[src/rtl/vic_pkg.sv]
package vic_pkg;
    localparam int NUM_EXT       = 3;
    localparam int NUM_TMR       = 3;
    localparam int NUM_SRC       = NUM_EXT + NUM_TMR;
    localparam int SRC_W         = $clog2(NUM_SRC);
    localparam int LVL_W         = 3;
    localparam int NUM_LVL       = 1 << LVL_W;
    localparam int VEC_W         = 8;
    localparam int VEC_LO_W      = 5;
    localparam int DATA_W        = 16;
    localparam int ADDR_W        = 9;
    localparam int TMR_MASK_LSB  = 8;
    localparam int TMR_CODE_BASE = 4;

    localparam logic [ADDR_W-1:0] WA_EXT_CTRL = 9'h040;
    localparam logic [ADDR_W-1:0] WA_TMR_CTRL = 9'h047;
    localparam logic [ADDR_W-1:0] WA_MASK     = 9'h04A;
    localparam logic [ADDR_W-1:0] WA_INSVC    = 9'h04C;
    localparam logic [ADDR_W-1:0] WA_VBASE    = 9'h04D;

    localparam logic [DATA_W-1:0] MASK_RST     = 16'h07F7;
    localparam logic [VEC_W-1:0]  SPURIOUS_VEC = 8'h18;

    typedef struct packed {
        logic             valid;
        logic [SRC_W-1:0] src;
        logic [LVL_W-1:0] lvl;
        logic [VEC_W-1:0] vec;
    } issue_t;

    function automatic int mask_bit(int idx);
        return (idx < NUM_EXT) ? idx : TMR_MASK_LSB + idx - NUM_EXT;
    endfunction

    function automatic logic [ADDR_W-1:0] ctrl_addr(int idx);
        return (idx < NUM_EXT) ? WA_EXT_CTRL + ADDR_W'(idx)
                               : WA_TMR_CTRL + ADDR_W'(idx - NUM_EXT);
    endfunction

    function automatic logic [VEC_LO_W-1:0] src_code(logic [SRC_W-1:0] s);
        return (int'(s) < NUM_EXT) ? VEC_LO_W'(s)
                                   : VEC_LO_W'(int'(s) - NUM_EXT + TMR_CODE_BASE);
    endfunction

    function automatic logic [DATA_W-1:0] lane_merge(logic [DATA_W-1:0] old_v,
                                                     logic [DATA_W-1:0] new_v,
                                                     logic [1:0] be);
        return {be[1] ? new_v[15:8] : old_v[15:8], be[0] ? new_v[7:0] : old_v[7:0]};
    endfunction
endpackage

[src/rtl/vic_regs.sv]
module vic_regs
    import vic_pkg::*;
(
    input  logic                            clk,
    input  logic                            rst,
    input  logic                            wr_en,
    input  logic [ADDR_W-1:0]               waddr,
    input  logic [1:0]                      be,
    input  logic [DATA_W-1:0]               wdata,
    output logic [DATA_W-1:0]               rdata,
    output logic [NUM_SRC-1:0]              src_mask,
    output logic [VEC_W-1:VEC_LO_W]         vbase_hi,
    output logic [NUM_SRC-1:0][LVL_W-1:0]   src_lvl
);
    logic [DATA_W-1:0]              mask_q, insvc_q, vbase_q;
    logic [NUM_SRC-1:0][DATA_W-1:0] ctrl_q;

    always_ff @(posedge clk) begin
        if (rst) begin
            mask_q  <= MASK_RST;
            insvc_q <= '0;
            vbase_q <= '0;
        end else if (wr_en) begin
            if (waddr == WA_MASK)  mask_q  <= lane_merge(mask_q, wdata, be);
            if (waddr == WA_INSVC) insvc_q <= lane_merge(insvc_q, wdata, be);
            if (waddr == WA_VBASE) vbase_q <= lane_merge(vbase_q, wdata, be);
        end
    end

    for (genvar i = 0; i < NUM_SRC; i++) begin : g_ctrl
        always_ff @(posedge clk) begin
            if (rst)
                ctrl_q[i] <= '0;
            else if (wr_en && waddr == ctrl_addr(i))
                ctrl_q[i] <= lane_merge(ctrl_q[i], wdata, be);
        end
        assign src_lvl[i]  = ctrl_q[i][LVL_W-1:0];
        assign src_mask[i] = mask_q[mask_bit(i)];
    end

    assign vbase_hi = vbase_q[VEC_W-1:VEC_LO_W];

    always_comb begin
        rdata = '0;
        if (waddr == WA_MASK)  rdata = mask_q;
        if (waddr == WA_INSVC) rdata = insvc_q;
        if (waddr == WA_VBASE) rdata = vbase_q;
        for (int i = 0; i < NUM_SRC; i++)
            if (waddr == ctrl_addr(i)) rdata = ctrl_q[i];
    end
endmodule

[src/rtl/vic_pend.sv]
module vic_pend
    import vic_pkg::*;
(
    input  logic                          clk,
    input  logic                          rst,
    input  logic [NUM_EXT-1:0]            ext_in,
    input  logic [NUM_TMR-1:0]            tmr_evt,
    input  logic [NUM_SRC-1:0]            src_mask,
    input  logic [NUM_SRC-1:0][LVL_W-1:0] src_lvl,
    input  logic [VEC_W-1:VEC_LO_W]       vbase_hi,
    output issue_t                        issue
);
    logic [NUM_EXT-1:0] ext_prev;
    logic [NUM_SRC-1:0] pend, evt, elig, clr;
    logic [SRC_W-1:0]   sel;

    assign evt = {tmr_evt, ext_in & ~ext_prev};

    for (genvar i = 0; i < NUM_SRC; i++) begin : g_elig
        assign elig[i] = pend[i] & ~src_mask[i] & (src_lvl[i] != '0);
    end

    always_comb begin
        sel = '0;
        for (int i = NUM_SRC - 1; i >= 0; i--)
            if (elig[i]) sel = SRC_W'(i);
    end

    assign clr = (|elig) ? (NUM_SRC'(1) << sel) : '0;

    always_comb begin
        issue.valid = |elig;
        issue.src   = sel;
        issue.lvl   = src_lvl[sel];
        issue.vec   = {vbase_hi, {VEC_LO_W{1'b0}}} + VEC_W'(src_code(sel));
    end

    always_ff @(posedge clk) begin
        if (rst) begin
            ext_prev <= '0;
            pend     <= '0;
        end else begin
            ext_prev <= ext_in;
            pend     <= (pend & ~clr) | evt;
        end
    end
endmodule

[src/rtl/vic_levels.sv]
module vic_levels
    import vic_pkg::*;
(
    input  logic               clk,
    input  logic               rst,
    input  issue_t             issue,
    input  logic               ack_valid,
    input  logic [LVL_W-1:0]   ack_level,
    output logic [LVL_W-1:0]   ipl,
    output logic [VEC_W-1:0]   ack_vector,
    output logic [NUM_LVL-1:0] act
);
    logic [NUM_LVL-1:0][VEC_W-1:0] vtab;

    always_ff @(posedge clk) begin
        if (rst) begin
            act  <= '0;
            vtab <= '0;
        end else begin
            if (ack_valid)
                act[ack_level] <= 1'b0;
            if (issue.valid) begin
                act[issue.lvl]  <= 1'b1;
                vtab[issue.lvl] <= issue.vec;
            end
        end
    end

    always_comb begin
        ipl = '0;
        for (int i = 1; i < NUM_LVL; i++)
            if (act[i]) ipl = LVL_W'(i);
    end

    assign ack_vector = act[ack_level] ? vtab[ack_level] : SPURIOUS_VEC;
endmodule

[src/rtl/vic_top.sv]
module vic_top
    import vic_pkg::*;
(
    input  logic                clk,
    input  logic                rst,
    input  logic                bus_we,
    input  logic [ADDR_W-1:0]   bus_waddr,
    input  logic [1:0]          bus_be,
    input  logic [DATA_W-1:0]   bus_wdata,
    output logic [DATA_W-1:0]   bus_rdata,
    input  logic [NUM_EXT-1:0]  ext_irq,
    input  logic [NUM_TMR-1:0]  tmr_irq,
    output logic [LVL_W-1:0]    ipl,
    input  logic                iack_valid,
    input  logic [LVL_W-1:0]    iack_level,
    output logic [VEC_W-1:0]    iack_vector
);
    logic [NUM_SRC-1:0]            src_mask_w;
    logic [VEC_W-1:VEC_LO_W]       vbase_hi_w;
    logic [NUM_SRC-1:0][LVL_W-1:0] src_lvl_w;
    issue_t                        issue_w;
    logic [NUM_LVL-1:0]            act_w;

    vic_regs u_regs (
        .clk(clk), .rst(rst), .wr_en(bus_we), .waddr(bus_waddr), .be(bus_be),
        .wdata(bus_wdata), .rdata(bus_rdata), .src_mask(src_mask_w),
        .vbase_hi(vbase_hi_w), .src_lvl(src_lvl_w)
    );

    vic_pend u_pend (
        .clk(clk), .rst(rst), .ext_in(ext_irq), .tmr_evt(tmr_irq),
        .src_mask(src_mask_w), .src_lvl(src_lvl_w), .vbase_hi(vbase_hi_w),
        .issue(issue_w)
    );

    vic_levels u_levels (
        .clk(clk), .rst(rst), .issue(issue_w), .ack_valid(iack_valid),
        .ack_level(iack_level), .ipl(ipl), .ack_vector(iack_vector), .act(act_w)
    );
endmodule

[config.mk]
export PLATFORM = sky130hd
export DESIGN_NAME = vic_top
export DESIGN_NICKNAME = d
export VERILOG_FILES = /design/src/rtl/vic_pkg.sv /design/src/rtl/vic_regs.sv /design/src/rtl/vic_pend.sv /design/src/rtl/vic_levels.sv /design/src/rtl/vic_top.sv
export SDC_FILE = /design/constraint.sdc
export NUM_CORES = 1
export LEC_CHECK = 0
export BUFFER_PORTS_ARGS = -buffer_cell sky130_fd_sc_hd__buf_4
export CAP_MARGIN = 20
export CORE_MARGIN = 5
export CORE_UTILIZATION = 30
export DETAILED_ROUTE_END_ITERATION = 8
export PLACE_DENSITY_LB_ADDON = 0.25
export SYNTH_ARGS = -nofsm -noshare
export SYNTH_HDL_FRONTEND = slang
export SYNTH_SLANG_ARGS = --single-unit
[constraint.sdc]
create_clock -name clk -period 6.1 [get_ports clk]
set_input_delay 0.61 -clock clk [delete_from_list [all_inputs] [get_ports clk]]
set_output_delay 0.61 -clock clk [all_outputs]
set_load 0.01 [all_outputs]
**Word level (Yosys, flattened, before mapping)**

Cells that the tools add are included.

- Register bits: 225
- Input bits: 40
- Logic and storage cells: 148
- Output and inout bits: 27

- Magnitude comparators: 6
- Eq/ne operators: 9
- Shifts and indexed selects: 1
- Bitwise logic cells: 26
- Muxes and demuxes: 41
- Add/subtract/negate cells: 3
- Reductions and logical operators: 33

Operators with widths:

| kind | count |
|---|---|
| $mux W16 | 9 |
| $eq A9 B7 Y1 const B | 9 |
| $bwmux W64 | 1 |
| $mux W8 | 6 |
| $mux W3 | 11 |
| $bmux W8 S3 | 1 |
| $demux W8 S3 | 1 |
| $reduce_and A2 Y1 | 12 |
| $reduce_and A3 Y1 | 6 |
| $reduce_bool A3 Y1 | 6 |
| $and A1 B1 Y1 | 12 |
| $lt A3 B4 Y1 const B | 3 |
| $bmux W3 S3 | 1 |
| $add A8 B5 Y8 | 1 |
| $and A8 B8 Y8 | 1 |
| $logic_and A1 B1 Y1 | 8 |
| $not A8 Y8 | 1 |
| $or A8 B8 Y8 | 1 |
| $and A6 B6 Y6 | 1 |
| $demux W1 S3 | 2 |
| $ge A3 B1 Y1 const B | 2 |
| $mux W6 | 1 |
| $not A1 Y1 | 6 |
| $not A6 Y6 | 1 |
| 12 further kinds | 16 |

**Longest topological paths before layout**

- Depth in word-level cells: 17
- Depth in mapped cells: 11
- Gate-level depth less buffers: 11

**Cells and area by module**

A second synthesis with hierarchy kept.

- Cells, all modules: 1395
- Area, all modules: 10916.7 µm²

By module, submodules not included:

| module | sequential area each (µm²) | instances | area each (µm²) | cells an instance |
|---|---|---|---|---|
| vic_regs | 2882.8 | 1 | 6857.8 | 877 |
| vic_levels | 1441.4 | 1 | 3226.8 | 412 |
| vic_pend | 180.2 | 1 | 832.0 | 106 |

**Worst setup path after synthesis**

Ideal clock, no wire load.

- Path type: input -> output
- From: input port bus_waddr[3]
- To: output port bus_rdata[10]
- Path buffers: 2
- Setup slack: 3.022 ns
- Arrival time: 2.468 ns
- Required time: 5.490 ns
- Stages: 8
- Cells stage by stage: clkbuf_1 > inv_1 > nor4_2 > clkbuf_1 > nand2_1 > a22oi_1 > a211oi_1 > o32ai_1

- Word-level cells in the longest chain between the ends: 10
- Elaborated cells between the ends (all ways): 18
- Those cells by class: eq/ne: 9; mux: 9

Ends and longest elaborated chain:

| element | RTL line | RTL |
|---|---|---|
| start: declaration | vic_top.sv:7 | `input logic [ADDR_W-1:0] bus_waddr,` |
| $eq A9 B7 Y1 | vic_regs.sv:45 | `if (waddr == WA_MASK) rdata = mask_q;` |
| $mux W16 | vic_regs.sv:45 |  |
| $mux W16 | vic_regs.sv:46 | `if (waddr == WA_INSVC) rdata = insvc_q;` |
| $mux W16 | vic_regs.sv:47 | `if (waddr == WA_VBASE) rdata = vbase_q;` |
| $mux W16 (5 in a row) | vic_regs.sv:49 | `if (waddr == ctrl_addr(i)) rdata = ctrl_q[i];` |
| $mux W16 * | vic_regs.sv:49 |  |
| end: declaration | vic_top.sv:10 | `output logic [DATA_W-1:0] bus_rdata,` |

Mark *: on every way between the ends. The rest lies on a longest branch, timed or not.

**Final worst setup path**

- From: input port bus_waddr[4]
- To: output port bus_rdata[0]

Same word-level chain as after synthesis.

==> load_flow_metrics.sql <==
INSERT INTO impl_metrics (metric_group, metric, value, unit) VALUES
('worst_setup_path', 'critPathArrivalTime', '3310', 'ps'),
('placed_design', 'placed_cells', '1628', ''),
('clocking', 'cts.repair.resized', '0', ''),
('logic_synthesis', 'yosys.cell_types.count', '70', ''),
('drt', 'totalWireLength', '31600', 'um'),
('clocking', 'cts_num_sinks', '225', ''),
('worst_setup_path', 'cp_cell_sequence', 'buf_4 > nor2_1 > nand3_1 > nor4_2 > buf_4 > nand2_1 > a22oi_1 > a211oi_1 > o32ai_1 > buf_4', ''),
('global_routing', 'overflow', '0', ''),
('drt', 'routedWlPerCell', '18.8', 'um'),
('power', 'leakagePower', '4.66', 'nW'),
('run_status', 'run_status', 'completed', ''),
('logic_synthesis', 'synth.avg_cell_area', '9.16', 'um^2'),
('logic_synthesis', 'postSynthNetCount', '1217', ''),
('sta', 'grt_setup_unrepaired', 'false', ''),
('flow_run', 'drv_cap', '0', ''),
('final_layout', 'area_growth', '17.0', '%'),
('final_layout', 'final_layout_size_suffix_gt1_share', '14.6', '%'),
('placed_design', 'io_buffer_count', '66', ''),
('final_layout', 'stdcell_area', '12500', 'um^2'),
('drt', 'number_of_design_rule_violations_left_after_detail_routing', '0', ''),
('clocking', 'cts_inserted_buffers', '26', ''),
('worst_setup_path', 'start_kind', 'primary input', ''),
('drt', 'dr_total_vias', '8577', ''),
('sta', 'report.final.slew_viol_count', '0', ''),
('clocking', 'ctsLongestPathBuffers', '3', ''),
('final_layout', 'final-instance-count-excl-fill', '1677', ''),
('hold_path', 'timing.hold.worst.class', 'in2reg', ''),
('power', 'cellPowerDensity', '261', 'nW/um^2'),
('clocking', 'clock_tree_from_tritoncts', 'done', ''),
('placed_design', 'place_hpwl', '20400', 'um'),
('drt', 'ant_nets', '0', ''),
('final_layout', 'fill_cells', '3678', ''),
('floorplan', 'die_area', '39600', 'um^2'),
('placed_design', 'detailed_place.area', '11600', 'um^2'),
('sta', 'worst_slew_pin_slew', '1090', 'ps'),
('sta', 'fmax', '255', 'MHz'),
('drt', 'drt-vias-per-instance', '5.11', ''),
('floorplan', 'floorplan.rows', '69', ''),
('logic_synthesis', 'synthesis.yosys.warnings', '0', ''),
('logic_synthesis', 'synth_flop_cell', 'sky130_fd_sc_hd__dfxtp_1', ''),
('sta', 'slew-limit-headroom', '26.5', '%'),
('worst_setup_path', 'worst_setup_path_end_kind', 'primary output', ''),
('sta', 'final_sum_of_negative_setup_slack', '0', 'ps'),
('global_routing', 'number_of_global_route_vias_before_repair', '8381', ''),
('worst_setup_path', 'cp_slowest_cell', 'sky130_fd_sc_hd__nor4_2', ''),
('final_layout', 'utilization_after_layout', '35.4', '%'),
('sta', 'clock_skew', '34.6', 'ps'),
('worst_setup_path', 'cp_slowest_stage_delay', '930', 'ps'),
('power', 'max-vdd-ir-drop', '251', 'uV'),
('sta', 'final.min_clock_period', '3920', 'ps'),
('sta', 'finalCritPeriodShare', '64.3', '%'),
('drt', 'first_iter_violations', '619', ''),
('worst_setup_path', 'cpMostUsedCell', 'sky130_fd_sc_hd__buf_4', ''),
('global_routing', 'number_of_antenna_violations_at_the_first_check_in_global_routing', '0', ''),
('logic_synthesis', 'yosysSeqAreaShare', '42.0', '%'),
('worst_setup_path', 'worst-endpoint-required', '5490', 'ps'),
('drt', 'drt_first_pass_iters', '5', ''),
('clocking', 'ctsHoldBuffers', '0', ''),
('worst_setup_path', 'path_delay_family', 'simple AND/OR/NAND/NOR gates', ''),
('sta', 'finalHoldViolCount', '0', ''),
('clocking', 'post-cts-setup-buffers', '0', ''),
('final_layout', 'finalNetCount', '1244', ''),
('clocking', 'clkTransAtPathRegs', '60', 'ps'),
('final_layout', 'antennaDiodeCount', '0', ''),
('logic_synthesis', 'yosys-top-cells-count', '225 x sky130_fd_sc_hd__dfxtp_1, 173 x sky130_fd_sc_hd__mux2i_1, 155 x sky130_fd_sc_hd__nor2_1', ''),
('worst_setup_path', 'worst-path-max-fanout', '10', ''),
('worst_setup_path', 'timing_worst_setup_path_type', 'in2out', ''),
('worst_setup_path', 'worst-r2r-setup-slack', '2950', 'ps'),
('logic_synthesis', 'post-synth-top-count-cell', 'sky130_fd_sc_hd__dfxtp_1', ''),
('logic_synthesis', 'synth_top_area_share', '42.0', '%'),
('global_routing', 'grt_usage', '15.6', '%');
[routing by layer]
| metal | vias to the layer above | wire length, um | global-route usage, % |
|---|---|---|---|
| li1 | 4195 | - | - |
| met1 | 4134 | 14800 | 22.1 |
| met2 | 204 | 14600 | 25.3 |
| met3 | 44 | 1530 | 2.24 |
| met4 | 0 | 637 | 3.39 |
| met5 | - | 0 | 0 |
[logic make-up (layout without fill, tap and decap cells)]
group	count (synthesis)	after routing	share of synthesized area, %
xor gates and xnor gates	1	1	0.0817
DFF	225	225	42.0
buffers and inverters	91	137	3.34
AOI/OAI and AO/OA	218	218	13.7
muxes	196	196	20.0
and+or+nand+nor	432	432	20.0
adders and majority gates	7	7	0.817
[final cells by class]
| type | count | area (um^2) | share of cell area [%] |
|---|---|---|---|
| multi-input combinational | 854 | 5870 | 46.7 |
| sequential | 225 | 4500 | 35.9 |
| inverter | 10 | 37.5 | 0.299 |
| clock buffer | 37 | 752 | 5.99 |
| clock inverter | 10 | 179 | 1.43 |
| timing repair buffer | 80 | 632 | 5.04 |
| tap | 461 | 577 | 4.60 |
[where the power goes]
group | internal, mW | leakage, nW | switching [mW] | total, mW
Clock | 1.03 | 0.457 | 0.635 | 1.66
Sequential | 1.47 | 1.81 | 0.00312 | 1.48
Combinational | 0.0433 | 2.38 | 0.0869 | 0.130
Total | 2.55 | 4.66 | 0.725 | 3.27
[metrics by stage]
stage                     power [mW]  hold WS [ps]  setup WS [ps]
after detailed placement        1.64           451           2110
after global routing            3.39           265           1950
after floorplan                 1.59           433           3020
after global placement          1.64           443           2110
after CTS                       3.32           260           2090
final                           3.27           277           2180
[flip-flops by register name, indices dropped and copies added, names as in the netlist]
signal / count
u_regs.insvc_q: 16
u_levels.act: 8
u_regs.ctrl_q: 78
u_levels.vtab: 64
u_pend.ext_prev: 3
u_regs.src_lvl: 18
u_pend.pend: 6
u_regs.mask_q: 16
u_regs.vbase_q: 16
[layout by cell type, fill, tap and decap left out, types with 13 or more instances in the layout]
cell type                     n
sky130_fd_sc_hd__a211oi_1    14
sky130_fd_sc_hd__a21oi_1     57
sky130_fd_sc_hd__buf_4       76
sky130_fd_sc_hd__clkbuf_16   26
sky130_fd_sc_hd__dfxtp_1    225
sky130_fd_sc_hd__mux2i_1    173
sky130_fd_sc_hd__mux4_2      14
sky130_fd_sc_hd__nand2_1    115
sky130_fd_sc_hd__nand2b_1    59
sky130_fd_sc_hd__nor2_1     155
sky130_fd_sc_hd__nor2b_1     29
sky130_fd_sc_hd__o21ai_0     65
sky130_fd_sc_hd__o22ai_1     17
sky130_fd_sc_hd__o32ai_1     13
[final timing paths]
| kind | from | to | depth (start not counted) |
|---|---|---|---|
| worst max-delay path | bus_waddr[4] | bus_rdata[0] | 10 |
| worst min-delay path | ext_irq[2] | u_pend.ext_prev[2] | 2 |
| worst max register to register | u_regs.mask_q[9] | u_levels.vtab[43] | 10 |
| worst min register to register | u_regs.mask_q[15] | u_regs.mask_q[15] | 2 |
[worst register-to-register path, cell delays in order, from the launching register on]
cell	delay, ps
sky130_fd_sc_hd__dfxtp_1	400
sky130_fd_sc_hd__nor2b_1	370
sky130_fd_sc_hd__a211oi_4	130
sky130_fd_sc_hd__o311ai_4	520
sky130_fd_sc_hd__inv_1	140
sky130_fd_sc_hd__ha_1	230
sky130_fd_sc_hd__inv_1	60
sky130_fd_sc_hd__ha_1	260
sky130_fd_sc_hd__ha_1	310
sky130_fd_sc_hd__or3_1	480
sky130_fd_sc_hd__mux2i_1	160
Power figures use the tool's default switching activity.
